File: src/rtl/rmr_pkg.sv
`timescale 1ns/1ps
package rmr_pkg;

    localparam int BYTE_W        = 8;
    localparam int MAX_REQ_BYTES = 9;
    localparam int REQ_LEN_W     = $clog2(MAX_REQ_BYTES + 2);
    localparam int ADDR_BYTES    = 3;
    localparam int DATA_BYTES    = 5;
    localparam int MAX_RSP_BYTES = 1 + DATA_BYTES;
    localparam int RSP_LEN_W     = $clog2(MAX_RSP_BYTES + 1);

    localparam logic [BYTE_W-1:0] OPC_WRITE = 8'h01;
    localparam logic [BYTE_W-1:0] OPC_READ  = 8'h02;
    localparam logic [BYTE_W-1:0] OPC_ACK   = 8'h03;
    localparam logic [BYTE_W-1:0] OPC_FAIL  = 8'h04;
    localparam logic [BYTE_W-1:0] OPC_IRQ   = 8'h06;

    typedef struct packed {
        logic [REQ_LEN_W-1:0]              len;
        logic [MAX_REQ_BYTES*BYTE_W-1:0]   bytes;
    } req_pkt_t;

    typedef struct packed {
        logic [RSP_LEN_W-1:0]              len;
        logic [MAX_RSP_BYTES*BYTE_W-1:0]   bytes;
    } rsp_pkt_t;

    typedef enum logic [1:0] {
        EX_IDLE,
        EX_MEM,
        EX_DRAIN
    } ex_state_e;

    function automatic logic [ADDR_BYTES*BYTE_W-1:0] req_addr(req_pkt_t p);
        return p.bytes[BYTE_W +: ADDR_BYTES*BYTE_W];
    endfunction

    function automatic logic [DATA_BYTES*BYTE_W-1:0] req_data(req_pkt_t p);
        return p.bytes[(1+ADDR_BYTES)*BYTE_W +: DATA_BYTES*BYTE_W];
    endfunction

    function automatic logic known_op(logic [BYTE_W-1:0] op);
        return (op == OPC_WRITE) || (op == OPC_READ) ||
               (op == OPC_ACK)   || (op == OPC_IRQ);
    endfunction

    function automatic rsp_pkt_t rsp_one(logic [BYTE_W-1:0] code);
        rsp_pkt_t r;
        r.len   = RSP_LEN_W'(1);
        r.bytes = {{(MAX_RSP_BYTES-1)*BYTE_W{1'b0}}, code};
        return r;
    endfunction

endpackage

File: src/rtl/rmr_rx_collect.sv
`timescale 1ns/1ps
module rmr_rx_collect
    import rmr_pkg::*;
(
    input  logic        clk,
    input  logic        rst,
    input  logic        rx_valid,
    input  logic        rx_first,
    input  logic        rx_last,
    input  logic        rx_empty,
    input  logic [7:0]  rx_data,
    output logic        rx_ready,
    output logic        pkt_valid,
    output req_pkt_t    pkt,
    input  logic        pkt_done
);

    localparam logic [REQ_LEN_W-1:0] LEN_SAT = REQ_LEN_W'(MAX_REQ_BYTES + 1);

    logic                            have_q;
    req_pkt_t                        pkt_q;
    logic [REQ_LEN_W-1:0]            base_len;
    req_pkt_t                        pkt_nxt;
    logic                            take;

    assign rx_ready  = !have_q;
    assign pkt_valid = have_q;
    assign pkt       = pkt_q;
    assign take      = rx_valid && !have_q;

    always_comb begin
        base_len      = rx_first ? '0 : pkt_q.len;
        pkt_nxt.bytes = rx_first ? '0 : pkt_q.bytes;
        pkt_nxt.len   = base_len;
        if (!rx_empty) begin
            if (base_len < REQ_LEN_W'(MAX_REQ_BYTES))
                pkt_nxt.bytes[int'(base_len)*BYTE_W +: BYTE_W] = rx_data;
            if (base_len < LEN_SAT)
                pkt_nxt.len = base_len + REQ_LEN_W'(1);
        end
    end

    always_ff @(posedge clk) begin
        if (rst) begin
            have_q <= 1'b0;
            pkt_q  <= '0;
        end else begin
            if (pkt_done)
                have_q <= 1'b0;
            if (take) begin
                pkt_q <= pkt_nxt;
                if (rx_last)
                    have_q <= 1'b1;
            end
        end
    end


    rx_hold_chk: assert property (@(posedge clk) disable iff (rst)
        pkt_valid && !pkt_done |=> pkt_valid && $stable(pkt));

endmodule

File: src/rtl/rmr_exec.sv
`timescale 1ns/1ps
module rmr_exec
    import rmr_pkg::*;
#(
    parameter int MEM_WORDS = 4096,
    parameter int WORD_W    = 36,
    parameter int ADDR_W    = 12
) (
    input  logic              clk,
    input  logic              rst,
    input  logic              pkt_valid,
    input  req_pkt_t          pkt,
    output logic              pkt_done,
    output logic              mem_req,
    output logic              mem_we,
    output logic [ADDR_W-1:0] mem_addr,
    output logic [WORD_W-1:0] mem_wdata,
    input  logic              mem_ready,
    input  logic [WORD_W-1:0] mem_rdata,
    output logic              rsp_load,
    output rsp_pkt_t          rsp,
    input  logic              tx_busy,
    output logic              link_err,
    output logic              irq_set
);

    localparam int FIELD_W = DATA_BYTES * BYTE_W;

    ex_state_e            state_q, state_nxt;
    logic [7:0]           op;
    logic [23:0]          addr24;
    logic [FIELD_W-1:0]   field;
    logic                 in_range;
    logic                 too_long;
    logic [ADDR_W-1:0]    addr_q;
    logic [WORD_W-1:0]    wdata_q;
    logic                 we_q;
    logic [FIELD_W-1:0]   rd_field;

    assign op       = pkt.bytes[7:0];
    assign addr24   = req_addr(pkt);
    assign field    = req_data(pkt);
    assign in_range = {8'd0, addr24} < 32'(MEM_WORDS);
    assign too_long = pkt.len > REQ_LEN_W'(MAX_REQ_BYTES);
    assign rd_field = FIELD_W'(mem_rdata);

    assign mem_req   = (state_q == EX_MEM);
    assign mem_we    = we_q;
    assign mem_addr  = addr_q;
    assign mem_wdata = wdata_q;

    always_comb begin
        state_nxt = state_q;
        pkt_done  = 1'b0;
        rsp_load  = 1'b0;
        rsp       = '0;
        link_err  = 1'b0;
        irq_set   = 1'b0;
        unique case (state_q)
            EX_IDLE: begin
                if (pkt_valid) begin
                    if (pkt.len == '0) begin
                        pkt_done = 1'b1;
                    end else if (too_long || !known_op(op)) begin
                        link_err = 1'b1;
                        pkt_done = 1'b1;
                    end else if (op == OPC_ACK) begin
                        rsp_load  = 1'b1;
                        state_nxt = EX_DRAIN;
                    end else if (op == OPC_IRQ) begin
                        irq_set   = 1'b1;
                        rsp_load  = 1'b1;
                        rsp       = rsp_one(OPC_ACK);
                        state_nxt = EX_DRAIN;
                    end else if (!in_range) begin
                        rsp_load  = 1'b1;
                        rsp       = rsp_one(OPC_FAIL);
                        state_nxt = EX_DRAIN;
                    end else begin
                        state_nxt = EX_MEM;
                    end
                end
            end
            EX_MEM: begin
                if (mem_ready) begin
                    rsp_load  = 1'b1;
                    if (we_q) begin
                        rsp = rsp_one(OPC_ACK);
                    end else begin
                        rsp.len   = RSP_LEN_W'(MAX_RSP_BYTES);
                        rsp.bytes = {rd_field, OPC_ACK};
                    end
                    state_nxt = EX_DRAIN;
                end
            end
            EX_DRAIN: begin
                if (!tx_busy) begin
                    pkt_done  = 1'b1;
                    state_nxt = EX_IDLE;
                end
            end
            default: state_nxt = EX_IDLE;
        endcase
    end

    always_ff @(posedge clk) begin
        if (rst) begin
            state_q <= EX_IDLE;
            addr_q  <= '0;
            wdata_q <= '0;
            we_q    <= 1'b0;
        end else begin
            state_q <= state_nxt;
            if (state_q == EX_IDLE && state_nxt == EX_MEM) begin
                addr_q  <= addr24[ADDR_W-1:0];
                wdata_q <= field[WORD_W-1:0];
                we_q    <= (op == OPC_WRITE);
            end
        end
    end


    mem_hold_chk: assert property (@(posedge clk) disable iff (rst)
        mem_req && !mem_ready |=> mem_req && $stable(mem_addr) &&
                                  $stable(mem_we) && $stable(mem_wdata));


    mem_range_chk: assert property (@(posedge clk) disable iff (rst)
        mem_req |-> 32'(mem_addr) < 32'(MEM_WORDS));

endmodule

File: src/rtl/rmr_tx.sv
`timescale 1ns/1ps
module rmr_tx
    import rmr_pkg::*;
(
    input  logic       clk,
    input  logic       rst,
    input  logic       rsp_load,
    input  rsp_pkt_t   rsp,
    output logic       busy,
    output logic       tx_valid,
    input  logic       tx_ready,
    output logic [7:0] tx_data,
    output logic       tx_last,
    output logic       tx_empty
);

    logic                  busy_q;
    rsp_pkt_t              buf_q;
    logic [RSP_LEN_W-1:0]  idx_q;
    logic [7:0]            lane [MAX_RSP_BYTES];

    for (genvar g = 0; g < MAX_RSP_BYTES; g++) begin : g_lane
        assign lane[g] = buf_q.bytes[g*BYTE_W +: BYTE_W];
    end

    assign busy     = busy_q;
    assign tx_valid = busy_q;
    assign tx_empty = busy_q && (buf_q.len == '0);
    assign tx_last  = busy_q && ((buf_q.len == '0) ||
                                 (idx_q + RSP_LEN_W'(1) == buf_q.len));
    assign tx_data  = (busy_q && !tx_empty && idx_q < RSP_LEN_W'(MAX_RSP_BYTES))
                      ? lane[idx_q] : 8'h00;

    always_ff @(posedge clk) begin
        if (rst) begin
            busy_q <= 1'b0;
            buf_q  <= '0;
            idx_q  <= '0;
        end else if (rsp_load) begin
            busy_q <= 1'b1;
            buf_q  <= rsp;
            idx_q  <= '0;
        end else if (busy_q && tx_ready) begin
            if (tx_last)
                busy_q <= 1'b0;
            else
                idx_q <= idx_q + RSP_LEN_W'(1);
        end
    end


    tx_hold_chk: assert property (@(posedge clk) disable iff (rst)
        tx_valid && !tx_ready |=> tx_valid && $stable(tx_data) &&
                                  $stable(tx_last) && $stable(tx_empty));


    load_idle_chk: assert property (@(posedge clk) disable iff (rst)
        rsp_load |-> !busy_q);

endmodule

File: src/rtl/remote_mem_responder.sv
`timescale 1ns/1ps
module remote_mem_responder
    import rmr_pkg::*;
#(
    parameter int MEM_WORDS = 4096,
    parameter int WORD_W    = 36,
    localparam int ADDR_W   = (MEM_WORDS > 1) ? $clog2(MEM_WORDS) : 1
) (
    input  logic              clk,
    input  logic              rst,
    input  logic              rx_valid,
    input  logic              rx_first,
    input  logic              rx_last,
    input  logic              rx_empty,
    input  logic [7:0]        rx_data,
    output logic              rx_ready,
    output logic              tx_valid,
    input  logic              tx_ready,
    output logic [7:0]        tx_data,
    output logic              tx_last,
    output logic              tx_empty,
    output logic              mem_req,
    output logic              mem_we,
    output logic [ADDR_W-1:0] mem_addr,
    output logic [WORD_W-1:0] mem_wdata,
    input  logic              mem_ready,
    input  logic [WORD_W-1:0] mem_rdata,
    output logic              link_err,
    output logic              irq_set
);

    logic      pkt_valid;
    req_pkt_t  pkt;
    logic      pkt_done;
    logic      rsp_load;
    rsp_pkt_t  rsp;
    logic      tx_busy;

    rmr_rx_collect u_rx (
        .clk       (clk),
        .rst       (rst),
        .rx_valid  (rx_valid),
        .rx_first  (rx_first),
        .rx_last   (rx_last),
        .rx_empty  (rx_empty),
        .rx_data   (rx_data),
        .rx_ready  (rx_ready),
        .pkt_valid (pkt_valid),
        .pkt       (pkt),
        .pkt_done  (pkt_done)
    );

    rmr_exec #(
        .MEM_WORDS (MEM_WORDS),
        .WORD_W    (WORD_W),
        .ADDR_W    (ADDR_W)
    ) u_exec (
        .clk       (clk),
        .rst       (rst),
        .pkt_valid (pkt_valid),
        .pkt       (pkt),
        .pkt_done  (pkt_done),
        .mem_req   (mem_req),
        .mem_we    (mem_we),
        .mem_addr  (mem_addr),
        .mem_wdata (mem_wdata),
        .mem_ready (mem_ready),
        .mem_rdata (mem_rdata),
        .rsp_load  (rsp_load),
        .rsp       (rsp),
        .tx_busy   (tx_busy),
        .link_err  (link_err),
        .irq_set   (irq_set)
    );

    rmr_tx u_tx (
        .clk      (clk),
        .rst      (rst),
        .rsp_load (rsp_load),
        .rsp      (rsp),
        .busy     (tx_busy),
        .tx_valid (tx_valid),
        .tx_ready (tx_ready),
        .tx_data  (tx_data),
        .tx_last  (tx_last),
        .tx_empty (tx_empty)
    );


    malformed_quiet_chk: assert property (@(posedge clk) disable iff (rst)
        link_err |=> !tx_valid && !mem_req);


    irq_ack_chk: assert property (@(posedge clk) disable iff (rst)
        irq_set |=> tx_valid && tx_data == OPC_ACK && tx_last && !tx_empty);


    tx_rx_block_chk: assert property (@(posedge clk) disable iff (rst)
        tx_valid |-> !rx_ready);

endmodule

File: config.mk
export PLATFORM = sky130hd
export DESIGN_NAME = remote_mem_responder
export DESIGN_NICKNAME = d
export VERILOG_FILES = /design/src/rtl/rmr_pkg.sv /design/src/rtl/rmr_rx_collect.sv /design/src/rtl/rmr_exec.sv /design/src/rtl/rmr_tx.sv /design/src/rtl/remote_mem_responder.sv
export SDC_FILE = /design/constraint.sdc
export NUM_CORES = 1
export LEC_CHECK = 0
export BUFFER_PORTS_ARGS = -buffer_cell sky130_fd_sc_hd__buf_2
export CORE_MARGIN = 1.5
export CORE_UTILIZATION = 26
export DETAILED_ROUTE_END_ITERATION = 16
export PLACE_DENSITY = 0.53
export SYNTH_ARGS = -nofsm -noshare
export SYNTH_HDL_FRONTEND = slang
export SYNTH_HIERARCHICAL = 1
export SYNTH_SLANG_ARGS = --single-unit
File: constraint.sdc
create_clock -name clk -period 2.6 [get_ports clk]
set_clock_uncertainty 0.2 [all_clocks]
set_input_delay 0.13 -clock clk [delete_from_list [all_inputs] [get_ports clk]]
set_output_delay 0.13 -clock clk [all_outputs]
set_load 0.05 [all_outputs]
Word-level counts from Yosys, hierarchy flattened
Index checks and enable logic that the tools add are counted.

Register bits: 183. Input port bits: 52. Output and inout port bits: 64. Logic and storage cells: 111.

Add/subtract/negate cells: 3. Order comparisons: 6. Eq/ne operators: 8. Shifts and indexed selects: 2. Muxes and demuxes: 56. Bitwise gates (word level): 2. Reduce and logical (&&, ||, !) cells: 23.

Operators with widths (number): $mux W51 (7); $mux W72 (2); $pmux W51 S2 (1); $mux W76 (1); $bwmux W72 (1); $shift A8 B33 Y72 const A (1); $shiftx A8 B33 Y72 (1); $mux W49 (1); $neg A7 Y33 (1); $mux W1 (26); $bmux W8 S3 (1); $lt A24 B13 Y1 const B (1); $mux W8 (3); $eq A8 B2 Y1 const B (2); $mux W2 (8); $eq A8 B1 Y1 const B (1); $eq A8 B3 Y1 const B (1); $lt A4 B4 Y1 const B (2); $mux W4 (2); $logic_and A1 B1 Y1 (7); $pmux W2 S3 (1); $logic_or A1 B1 Y1 (5); $add A4 B1 Y4 const B (1); $eq A2 B1 Y1 const B (2); other kinds (16) (21).

Longest topological paths before layout
Gate-level depths: netlist (run 1).

Depth in word-level cells: 13. Mapped depth: 11. Mapped depth without buffers: 9.

By module
Netlist (run 1), hierarchy kept.

By module, submodules not included: rmr_rx_collect (times used 1, cells each 304, area an instance 2966.6 µm²); rmr_exec (times used 1, cells each 313, area an instance 2910.3 µm²); rmr_tx (times used 1, cells each 236, area an instance 2481.1 µm²).

Worst setup path before layout (run 1)
OpenSTA, ideal clock, no wires.

Path kind: register to output. Start: register u_exec.state_q[1]. End: output irq_set. Data arrival time: 2503 ps. Required time: 2270 ps. Setup slack: -233 ps. Stages on the path, launching flop included: 5. Buffers on the path: 0. Cells stage by stage: dfxtp_1 -> or3b_4 -> nor2_1 -> nand3_1 -> nor4_1.

Word-level cells in the longest chain between the ends: 2.

Ends and longest elaborated chain: start, declared (line rmr_exec.sv:29) `ex_state_e state_q, state_nxt;`; start signal, assigned (line rmr_exec.sv:113) `state_q <= state_nxt;`; $logic_not A2 Y1 (line rmr_exec.sv:59) `unique case (state_q)`; $mux W1 (line rmr_exec.sv:59); end, declared (line remote_mem_responder.sv:29) `output logic irq_set`.

No other way between the ends.

Worst setup path after layout (run 1)
Start: register u_tx.idx_q[0]. End: output tx_data[2].

Word-level cells in the longest chain between the ends: 5. Elaborated cells between the ends (all ways): 7.

Ends and longest elaborated chain: start, declared (line rmr_tx.sv:19) `logic [RSP_LEN_W-1:0] idx_q;`; start signal, assigned (line rmr_tx.sv:47) `idx_q <= idx_q + RSP_LEN_W'(1);`; $not A3 Y4 (not written as such) (line rmr_tx.sv:32) `? lane[idx_q] : 8'h00;`; $bmux W8 S3 (line rmr_tx.sv:32); $mux W8 (not written as such) (2 in series) (line rmr_tx.sv:32); $mux W8 * (line rmr_tx.sv:32); end, declared (line remote_mem_responder.sv:19) `output logic [7:0] tx_data,`.

Every way passes the cells marked *; elsewhere a longest branch is shown, timed or not. The select of a mux whose other input is x is not followed.

==> results of run 1 <==
## worst min-delay path: stages
cell and delay, ps:
buf_2 180, nand2_1 100, buf_4 200, a32oi_1 70, nor2_1 70
## area by class of cell
cell class                 instances  area share
sequential                       179       0.344
inverter                          13     0.00469
tap                              396      0.0476
clock inverter                    15      0.0178
clock buffer                      17      0.0408
timing repair buffer             203       0.138
multi-input combinational        586       0.407
## routing by layer
metal	track usage	vias to the layer above	part of all wire
li1	-	3228	-
met1	0.170	3012	0.49
met2	0.208	131	0.46
met3	0.0361	18	0.046
met4	0.0380	0	0.011
met5	0	-	0
## power by group
group | leakage, nW | switching (mW) | total (mW) | internal (mW)
clock network | 0.292 | 1.29 | 2.60 | 1.31
logic | 2.11 | 0.199 | 0.359 | 0.160
registers | 1.44 | 0.0100 | 2.76 | 2.75
total | 3.85 | 1.50 | 5.72 | 4.21
## per-stage QoR
step,hold slack (ps),setup slack [ps],util
4_1_cts,115,73.5,0.336
6_report,150,166,0.338
5_1_grt,187,4.33,0.338
2_1_floorplan,55.7,72.9,-
3_3_place_gp,197,134,0.300
3_5_place_dp,206,119,0.300
## what timing repair did
item	4_1_cts	5_1_grt
endpoints found under the setup margin	0	51
resized for setup	0	12
buffers inserted	0	2
hold endpoints to repair	113	0
hold buffers	49	0
## sequential cells by signal, summed over array words and instances (netlist names)
register and flops:
u_exec/mem_addr 12, u_exec/mem_wdata 36, u_rx/pkt_valid 1, u_tx/idx_q 3, u_exec/state_q 2, u_tx/busy 1
u_tx/buf_q 51, u_exec/mem_we 1, u_rx/pkt 72
## worst max path at each step
| stage | from | cells after the start | end |
|---|---|---|---|
| 5_1_grt | u_rx/pkt[73] | 10 | u_rx/pkt[10] |
| 3_3_place_gp | rx_first | 9 | u_rx/pkt[19] |
| 6_report | u_tx/idx_q[0] | 5 | tx_data[2] |
| 3_5_place_dp | u_rx/pkt[73] | 7 | u_rx/pkt[53] |
| 4_1_cts | u_rx/pkt[74] | 6 | irq_set |
| 2_1_floorplan | u_tx/idx_q[0] | 5 | tx_data[6] |
## layout by cell type, fill, tap and decap left out, types with 6 or more instances in the layout
cell type	count
clkinv_8	6
a22o_1	32
mux4_2	8
buf_12	6
buf_4	34
nand3_1	34
nand2_1	22
a21oi_1	17
a211oi_2	6
o21ai_0	15
clkbuf_16	17
inv_1	13
dlygate4sd3_1	49
o21ai_1	6
a32o_1	8
nand2b_1	102
nor2_1	82
dfxtp_1	178
and2_1	39
buf_2	113
mux2i_1	111
conb_1	9
==> summary.json, run 1 <==
{
  "layout": {
    "multi_input_area_sq_mm": 0.00424,
    "final-seq-area_sq_mm": 0.00358,
    "share_of_final_layout_standard_cells_stronger_than_drive_strength_1": 0.229,
    "final.fill_count": 3181,
    "final_nets": 1057,
    "final_cell_count_no_fill": 1409,
    "finish.instance_area_sq_mm": 0.0104,
    "synthToLayoutAreaGrowth_pct": 26.6,
    "diodes": 0
  },
  "placement": {
    "dpl_cell_area_sq_mm": 0.00925,
    "dp.final_hpwl_mm": 14.1,
    "gp_congestion": 0.845,
    "numPlacedInstances": 1326,
    "total_of_buffers_placed_on_input_and_output_ports": 115
  },
  "sta": {
    "final.setup.tns_ps": 0,
    "post-route-min-period_ps": 2430,
    "finalSetupViolCount": 0,
    "final_min_period_over_clock_period": 0.936,
    "max_clock_freq_ghz": 0.411,
    "final_max_slew_viol_count": 0,
    "worst-slew-pin-transition_ps": 661,
    "timing.slew.headroom": 0.559,
    "setup_repair_after_global_routing_missed_its_margin": "false",
    "finalHoldViolCount": 0
  },
  "setup_path": {
    "cells_traversed_along_the_worst_timing_path": "buf_12, mux4_2, nor2_1, a211oi_2, buf_2",
    "crit_path_max_incr_delay_ps": 540,
    "rr_worst_depth": 7,
    "worst_path_max_delay_cell": "mux4_2",
    "cp-start-kind": "flop",
    "cell_type_group_with_the_largest_total_delay_on_the_critical_path": "multiplexers",
    "critPathMaxFanout": 16,
    "regToRegStartpoint": "u_rx/pkt[73]",
    "critical_path_class": "flop to primary output",
    "r2r_end": "u_rx/pkt[49]",
    "worst_ep_required_time_ps": 2270,
    "reg2reg_setup_slack_ps": 180,
    "worst-endpoint-arrival_ps": 2100,
    "wp_buf_inv": 2,
    "endpoint_kind": "primary output"
  },
  "clock_tree": {
    "clkLatencyLatePin_ps": 440,
    "cts_tree": "yes",
    "cts.clk_slew.worst_paths_ps": 80,
    "cts_buffers": 17,
    "cts_htree_levels": 4,
    "clock_tree.buffer_depth": 2,
    "clk_root_buffer_cell": "clkbuf_16",
    "clock-sinks": 179
  },
  "drt": {
    "drt_first_pass_iters": 4,
    "drc": 0,
    "postRouteAntennaNets": 0,
    "routed_via_density": 4.53,
    "vias_after_detailed_routing": 6389,
    "drtIter0Drc": 281,
    "routed_wl_mm": 21.0,
    "average_wire_length_per_cell_after_detail_routing_um": 14.9
  },
  "floorplanning": {
    "placement_rows": 64,
    "die_h_um": 181,
    "floorplan.initialDensity": 0.267,
    "die-width_um": 181,
    "ios": 116,
    "fp.dieArea_sq_mm": 0.0327,
    "core_area_sq_mm": 0.0308
  },
  "run_status": {
    "outcome": "complete, no violations"
  },
  "min_path": {
    "timing.hold.worst_path_depth": 5,
    "hold_start": "rx_first",
    "min-delay-path-class": "input port to flop",
    "min_to": "u_rx/pkt[75]"
  },
  "pwr": {
    "power.ir.vdd_worst_v": 0.000397,
    "cellPowerDensity_mw_per_mm2": 549,
    "report.power.total_mw": 5.72,
    "power.leakage_nw": 3.85
  },
  "grt": {
    "groute.usage.overall": 0.130,
    "maximum_number_of_pins_on_one_net_before_global_route_repair": 66,
    "first_global_vias": 6314,
    "grt_antenna_before_repair": 0,
    "grt_first_pass_wirelength_mm": 33.9,
    "gr-total-overflow": 0
  },
  "run": {
    "cap_viol_max_count": 0
  },
  "synthesis": {
    "post_synth_instance_area_sq_mm": 0.00823,
    "synthesis.yosys.warnings": 6,
    "post_synth_inst_count": 839,
    "syn-mean-instance-area_sq_um": 9.80
  }
}
No activity file was read; power rests on OpenSTA's default activity.
==> inputs of run 2 (changes only) <==
CORE_MARGIN = 4   (was 1.5)
CORE_UTILIZATION = 50   (was 26)
PLACE_DENSITY = 0.83   (was 0.53)
==> run 2 against run 1 <==
Compared with the run above:
- core utilization is 29 points higher
- worst hold slack worse by 120 ps
- combinational power is 2% lower
- clock-buffer cell count is 6 higher
- setup slack worse by 54 ps
- first-iteration DRC count is 29% higher
- die area is 43% lower
- clock power is 7% lower
- via count is 2.0% higher
- routed wire length is 6.7% lower
- non-clock buffer count is 8 lower
==> summary.json, run 2 (synthesis gave the netlist of run 1 again) <==
{
  "run_status": {
    "outcome": "complete, no violations"
  },
  "grt": {
    "grt_first_pass_wirelength_mm": 31.7,
    "groute.usage.overall": 0.214,
    "maximum_number_of_pins_on_one_net_before_global_route_repair": 117,
    "first_global_vias": 6392,
    "gr-total-overflow": 0,
    "grt_antenna_before_repair": 1
  },
  "min_path": {
    "min-delay-path-class": "input port to flop"
  },
  "layout": {
    "share_of_final_layout_standard_cells_stronger_than_drive_strength_1": 0.218,
    "final-seq-area_sq_mm": 0.00358,
    "final_nets": 1049,
    "mostFrequentLayoutCells": "dfxtp_1, buf_2, mux2i_1",
    "largest_register_ffs": 72,
    "finish.instance_area_sq_mm": 0.0100,
    "final_common_cell": "dfxtp_1",
    "final.fill_count": 1307,
    "synthToLayoutAreaGrowth_pct": 21.9,
    "multi_input_area_sq_mm": 0.00422
  },
  "floorplanning": {
    "core_area_sq_mm": 0.0160,
    "die-width_um": 136,
    "fp.dieArea_sq_mm": 0.0186,
    "placement_rows": 46,
    "floorplan.initialDensity": 0.514,
    "ios": 116,
    "die_h_um": 136
  },
  "setup_path": {
    "endpoint_kind": "flop",
    "path_depth": 8,
    "worst-endpoint-arrival_ps": 2610,
    "cp-start-kind": "flop",
    "setup_crit_end": "u_rx/pkt[64]",
    "rr_worst_depth": 8,
    "worst_ep_required_time_ps": 2720,
    "cells_traversed_along_the_worst_timing_path": "nor2b_1, inv_1, ha_1, or3b_4, a211oi_2, nand4b_2, nand3_1, o21ai_1",
    "r2r_end": "u_rx/pkt[64]",
    "reg2reg_setup_slack_ps": 110,
    "regToRegStartpoint": "u_rx/pkt[73]",
    "critPathMaxFanout": 8,
    "setup.worst_path.start": "u_rx/pkt[73]",
    "wp_buf_inv": 1,
    "crit_path_max_incr_delay_ps": 420,
    "worst_path_max_delay_cell": "or3b_4",
    "critical_path_class": "flop to flop",
    "cell_type_group_with_the_largest_total_delay_on_the_critical_path": "simple AND/OR/NAND/NOR gates"
  },
  "clock_tree": {
    "clkLatencyLatePin_ps": 430,
    "postCtsSetupRepairBufs": 0,
    "cts_htree_levels": 4,
    "cts_buffers": 17,
    "clk_root_buffer_cell": "clkbuf_16",
    "cts_tree": "yes",
    "clock_tree.buffer_depth": 2,
    "cts.clk_slew.worst_paths_ps": 70,
    "clock-sinks": 179
  },
  "drt": {
    "drtIter0Drc": 363,
    "routed_via_density": 5.33,
    "vias_after_detailed_routing": 6518,
    "postRouteAntennaNets": 0,
    "routed_wl_mm": 19.6,
    "average_wire_length_per_cell_after_detail_routing_um": 16.0,
    "drc": 0,
    "drt_first_pass_iters": 5
  },
  "sta": {
    "worst-slew-pin-transition_ps": 503,
    "post-route-min-period_ps": 2490,
    "setup_repair_after_global_routing_missed_its_margin": "false",
    "finalSetupViolCount": 0,
    "final_min_period_over_clock_period": 0.957,
    "finalHoldViolCount": 0,
    "max_clock_freq_ghz": 0.402,
    "final_max_slew_viol_count": 0,
    "timing.slew.headroom": 0.660,
    "final.setup.tns_ps": 0
  },
  "pwr": {
    "power.leakage_nw": 3.79,
    "power.ir.vdd_worst_v": 0.000495,
    "cellPowerDensity_mw_per_mm2": 551
  },
  "run": {
    "cap_viol_max_count": 0
  },
  "placement": {
    "total_of_buffers_placed_on_input_and_output_ports": 115,
    "dp.final_hpwl_mm": 12.6,
    "gp_congestion": 0.969,
    "dpl_cell_area_sq_mm": 0.00894
  }
}
run 2: worst min path at each step:
| stage | startpoint | endpoint | slack, ps | cells after the start |
|---|---|---|---|---|
| 6_report | rx_first | u_rx/pkt[67] | 30 | 3 |
| 5_1_grt | rx_first | u_rx/pkt[67] | 60 | 3 |
| 4_1_cts | rx_first | u_rx/pkt[67] | 0.8 | 3 |
| 3_5_place_dp | rx_last | u_rx/pkt_valid | 180 | 3 |
| 3_3_place_gp | rx_last | u_rx/pkt_valid | 160 | 3 |
| 2_1_floorplan | rx_data[2] | u_rx/pkt[10] | 60 | 1 |
run 2: power breakdown:
part	internal (mW)	total [mW]	switching (mW)
Combinational	0.159	0.353	0.195
Sequential	2.75	2.76	0.00933
Clock	1.34	2.42	1.08
run 2: layout make-up:
cell class / count / share of cell area
multi-input cells: 586 / 0.421
flip-flops and latches: 179 / 0.358
repair buffers: 195 / 0.134
clock buffers: 23 / 0.0487
well taps: 216 / 0.0270
clock inverters: 9 / 0.00699
inverters: 13 / 0.00487
diodes: 1 / 0.000250
run 2: timing repair:
item / 4_1_cts / 5_1_grt
hold buffers: 49 / 0
gates resized for setup: 0 / 8
setup endpoints to repair: 0 / 44
hold endpoints to repair: 113 / 0
run 2: routing by layer:
layer,share of wire,global-route usage,wire (um)
met1,0.43,0.266,8360
met4,0.020,0.0655,399
met5,0,0,0
met2,0.49,0.365,9590
met3,0.063,0.0548,1240
run 2: worst min-delay path, stage by stage:
cell and delay [ps]:
buf_2 260, or4_1 170, o21ai_1 50
run 2: stage by stage:
| stage | hold WS, ps | cells | setup WS [ps] | power [mW] | utilization |
|---|---|---|---|---|---|
| after detailed placement | 176 | 1140 | 111 | 3.11 | 0.559 |
| final | 27.7 | 1222 | 112 | 5.53 | 0.627 |
| after floorplan | 55.7 | 847 | 72.9 | 3.00 | - |
| after global placement | 161 | 1140 | 178 | 3.10 | 0.559 |
| after global routing | 60.9 | 1222 | 20.8 | 5.71 | 0.627 |
| after CTS | 0.788 | 1221 | 98.3 | 5.56 | 0.625 |
==> inputs of run 3 (changes only) <==
SETUP_SLACK_MARGIN = 0.4   (was unset)
==> run 3 against run 2 <==
Compared with the run above:
- maximum frequency grew 3.0%
- first-iteration DRC count is 140% higher
- setup slack gained 73 ps
- cell area up 13%
- non-clock buffer count increased by 43
- clock power up 9.5%
- critical path depth is 3 higher
- total power is 5.6% higher
- core utilization up 7.8 points
- via count grew 17%
- critical path type unchanged
==> summary.json, run 3 (synthesis gave the netlist of run 1 again) <==
{
  "run_status": {
    "outcome": "complete, no violations"
  },
  "drt": {
    "drc": 0,
    "drtIter0Drc": 879,
    "vias_after_detailed_routing": 7619,
    "routed_via_density": 6.02,
    "average_wire_length_per_cell_after_detail_routing_um": 21.7,
    "postRouteAntennaNets": 0,
    "routed_wl_mm": 27.5,
    "drt_first_pass_iters": 6
  },
  "layout": {
    "mostFrequentLayoutCells": "dfxtp_1, mux2i_1, buf_2",
    "finish.instance_area_sq_mm": 0.0113,
    "final_common_cell": "dfxtp_1",
    "share_of_final_layout_standard_cells_stronger_than_drive_strength_1": 0.333,
    "final.fill_count": 1012,
    "final_nets": 1093,
    "largest_register_ffs": 72,
    "utilization": 0.705,
    "synthToLayoutAreaGrowth_pct": 37.1
  },
  "setup_path": {
    "regToRegStartpoint": "u_rx/pkt[73]",
    "setup.worst_path.start": "u_rx/pkt[73]",
    "cp-start-kind": "flop",
    "worst-endpoint-arrival_ps": 2530,
    "worst_ep_required_time_ps": 2710,
    "critical_path_class": "flop to flop",
    "endpoint_kind": "flop",
    "critPathMaxFanout": 6
  },
  "grt": {
    "grt_first_pass_wirelength_mm": 35.4,
    "grt_antenna_before_repair": 1,
    "groute.usage.overall": 0.241,
    "maximum_number_of_pins_on_one_net_before_global_route_repair": 78,
    "first_global_vias": 7028,
    "gr-total-overflow": 0
  },
  "pwr": {
    "cellPowerDensity_mw_per_mm2": 517,
    "clock_power_share": 0.454,
    "power.ir.vdd_worst_v": 0.000518,
    "pwr-share-seq": 0.472,
    "power.leakage_nw": 4.21,
    "switching_share": 0.258,
    "cell_internal_pwr_mw": 4.33,
    "p_switching_mw": 1.51,
    "share_comb_of_total_power": 0.074
  },
  "sta": {
    "timing.slew.headroom": 0.417,
    "setup_repair_after_global_routing_missed_its_margin": "true",
    "final_min_period_over_clock_period": 0.929,
    "final.setup.tns_ps": 0,
    "finalSetupViolCount": 0,
    "fin_hold_ws_ps": 181,
    "finalHoldViolCount": 0,
    "worst-slew-pin-transition_ps": 869,
    "post-route-min-period_ps": 2410,
    "postLayoutSetupSlackWorst_ps": 185,
    "max_clock_freq_ghz": 0.414,
    "final_max_slew_viol_count": 0
  },
  "clock_tree": {
    "cts_buffers": 17,
    "cts_tree": "yes",
    "cts.clk_slew.worst_paths_ps": 80,
    "cts_htree_levels": 4,
    "clock-sinks": 179,
    "clk_root_buffer_cell": "clkbuf_16",
    "clock_tree.buffer_depth": 2,
    "clkLatencyLatePin_ps": 440
  },
  "floorplanning": {
    "ios": 116,
    "placement_rows": 46,
    "die_h_um": 136,
    "core_area_sq_mm": 0.0160,
    "fp.dieArea_sq_mm": 0.0186,
    "floorplan.initialDensity": 0.514,
    "die-width_um": 136
  },
  "run": {
    "cap_viol_max_count": 0
  },
  "placement": {
    "dpl_cell_area_sq_mm": 0.00894,
    "total_of_buffers_placed_on_input_and_output_ports": 115,
    "dp.final_hpwl_mm": 12.0,
    "dpl_worst_slack_ps": 149,
    "gp_congestion": 0.919
  },
  "min_path": {
    "min-delay-path-class": "input port to flop",
    "hold_start": "rx_first"
  }
}
[run 3: worst paths after layout]
| path | slack (ps) | cells past startpoint | endpoint |
|---|---|---|---|
| worst min register to register | 270 | 2 | u_exec/mem_wdata[6] |
| worst min-delay path | 180 | 3 | u_rx/pkt[67] |
| worst max-delay path | 190 | 11 | u_rx/pkt[32] |
| worst max register to register | 190 | 11 | u_rx/pkt[32] |
[run 3: power by group through the flow]
stage | clock network (mW) | registers [mW] | logic [mW]
floorplan | 0 | 2.82 | 0.191
global placement | 0 | 2.82 | 0.270
detailed placement | 0 | 2.82 | 0.272
CTS | 2.63 | 2.75 | 0.362
global route | 2.77 | 2.76 | 0.450
finish | 2.65 | 2.76 | 0.432
[run 3: layout make-up]
type	count	area [sq um]	area share
clock buffers	18	439	0.0389
inverters	13	48.8	0.00433
clock inverters	14	166	0.0148
repair buffers	238	1970	0.174
flip-flops and latches	179	3610	0.320
diodes	1	2.50	0.000222
well taps	216	270	0.0240
multi-input cells	587	4780	0.423
[run 3: metrics by stage]
stage | instances | power (mW)
after floorplan | 847 | 3.01
after global placement | 1132 | 3.09
after detailed placement | 1132 | 3.09
after CTS | 1244 | 5.75
after global routing | 1266 | 5.98
final | 1266 | 5.84
[run 3: repair_timing]
action                                  CTS  global route
pin swaps                                24            32
hold buffers                             49             0
endpoints found under the hold margin   111             0
gates cloned                              4             9
gates resized for setup                  67            97
endpoints found under the setup margin  182           184
buffers inserted                         27            12
[run 3: metal layers]
layer	global-route usage	wire (um)
met5	0	0
met3	0.0651	2450
met4	0.0868	1850
met2	0.404	13000
met1	0.298	10200
[run 3: worst max-delay path, cell delays in order (launching register included)]
cell and delay (ps):
dfxtp_4 380, nor2b_4 140, inv_2 100, ha_4 170, nor2b_1 290, a311o_1 300
nand4b_1 140, buf_6 160, buf_6 120, buf_4 140, nand3_1 70, o21ai_0 80
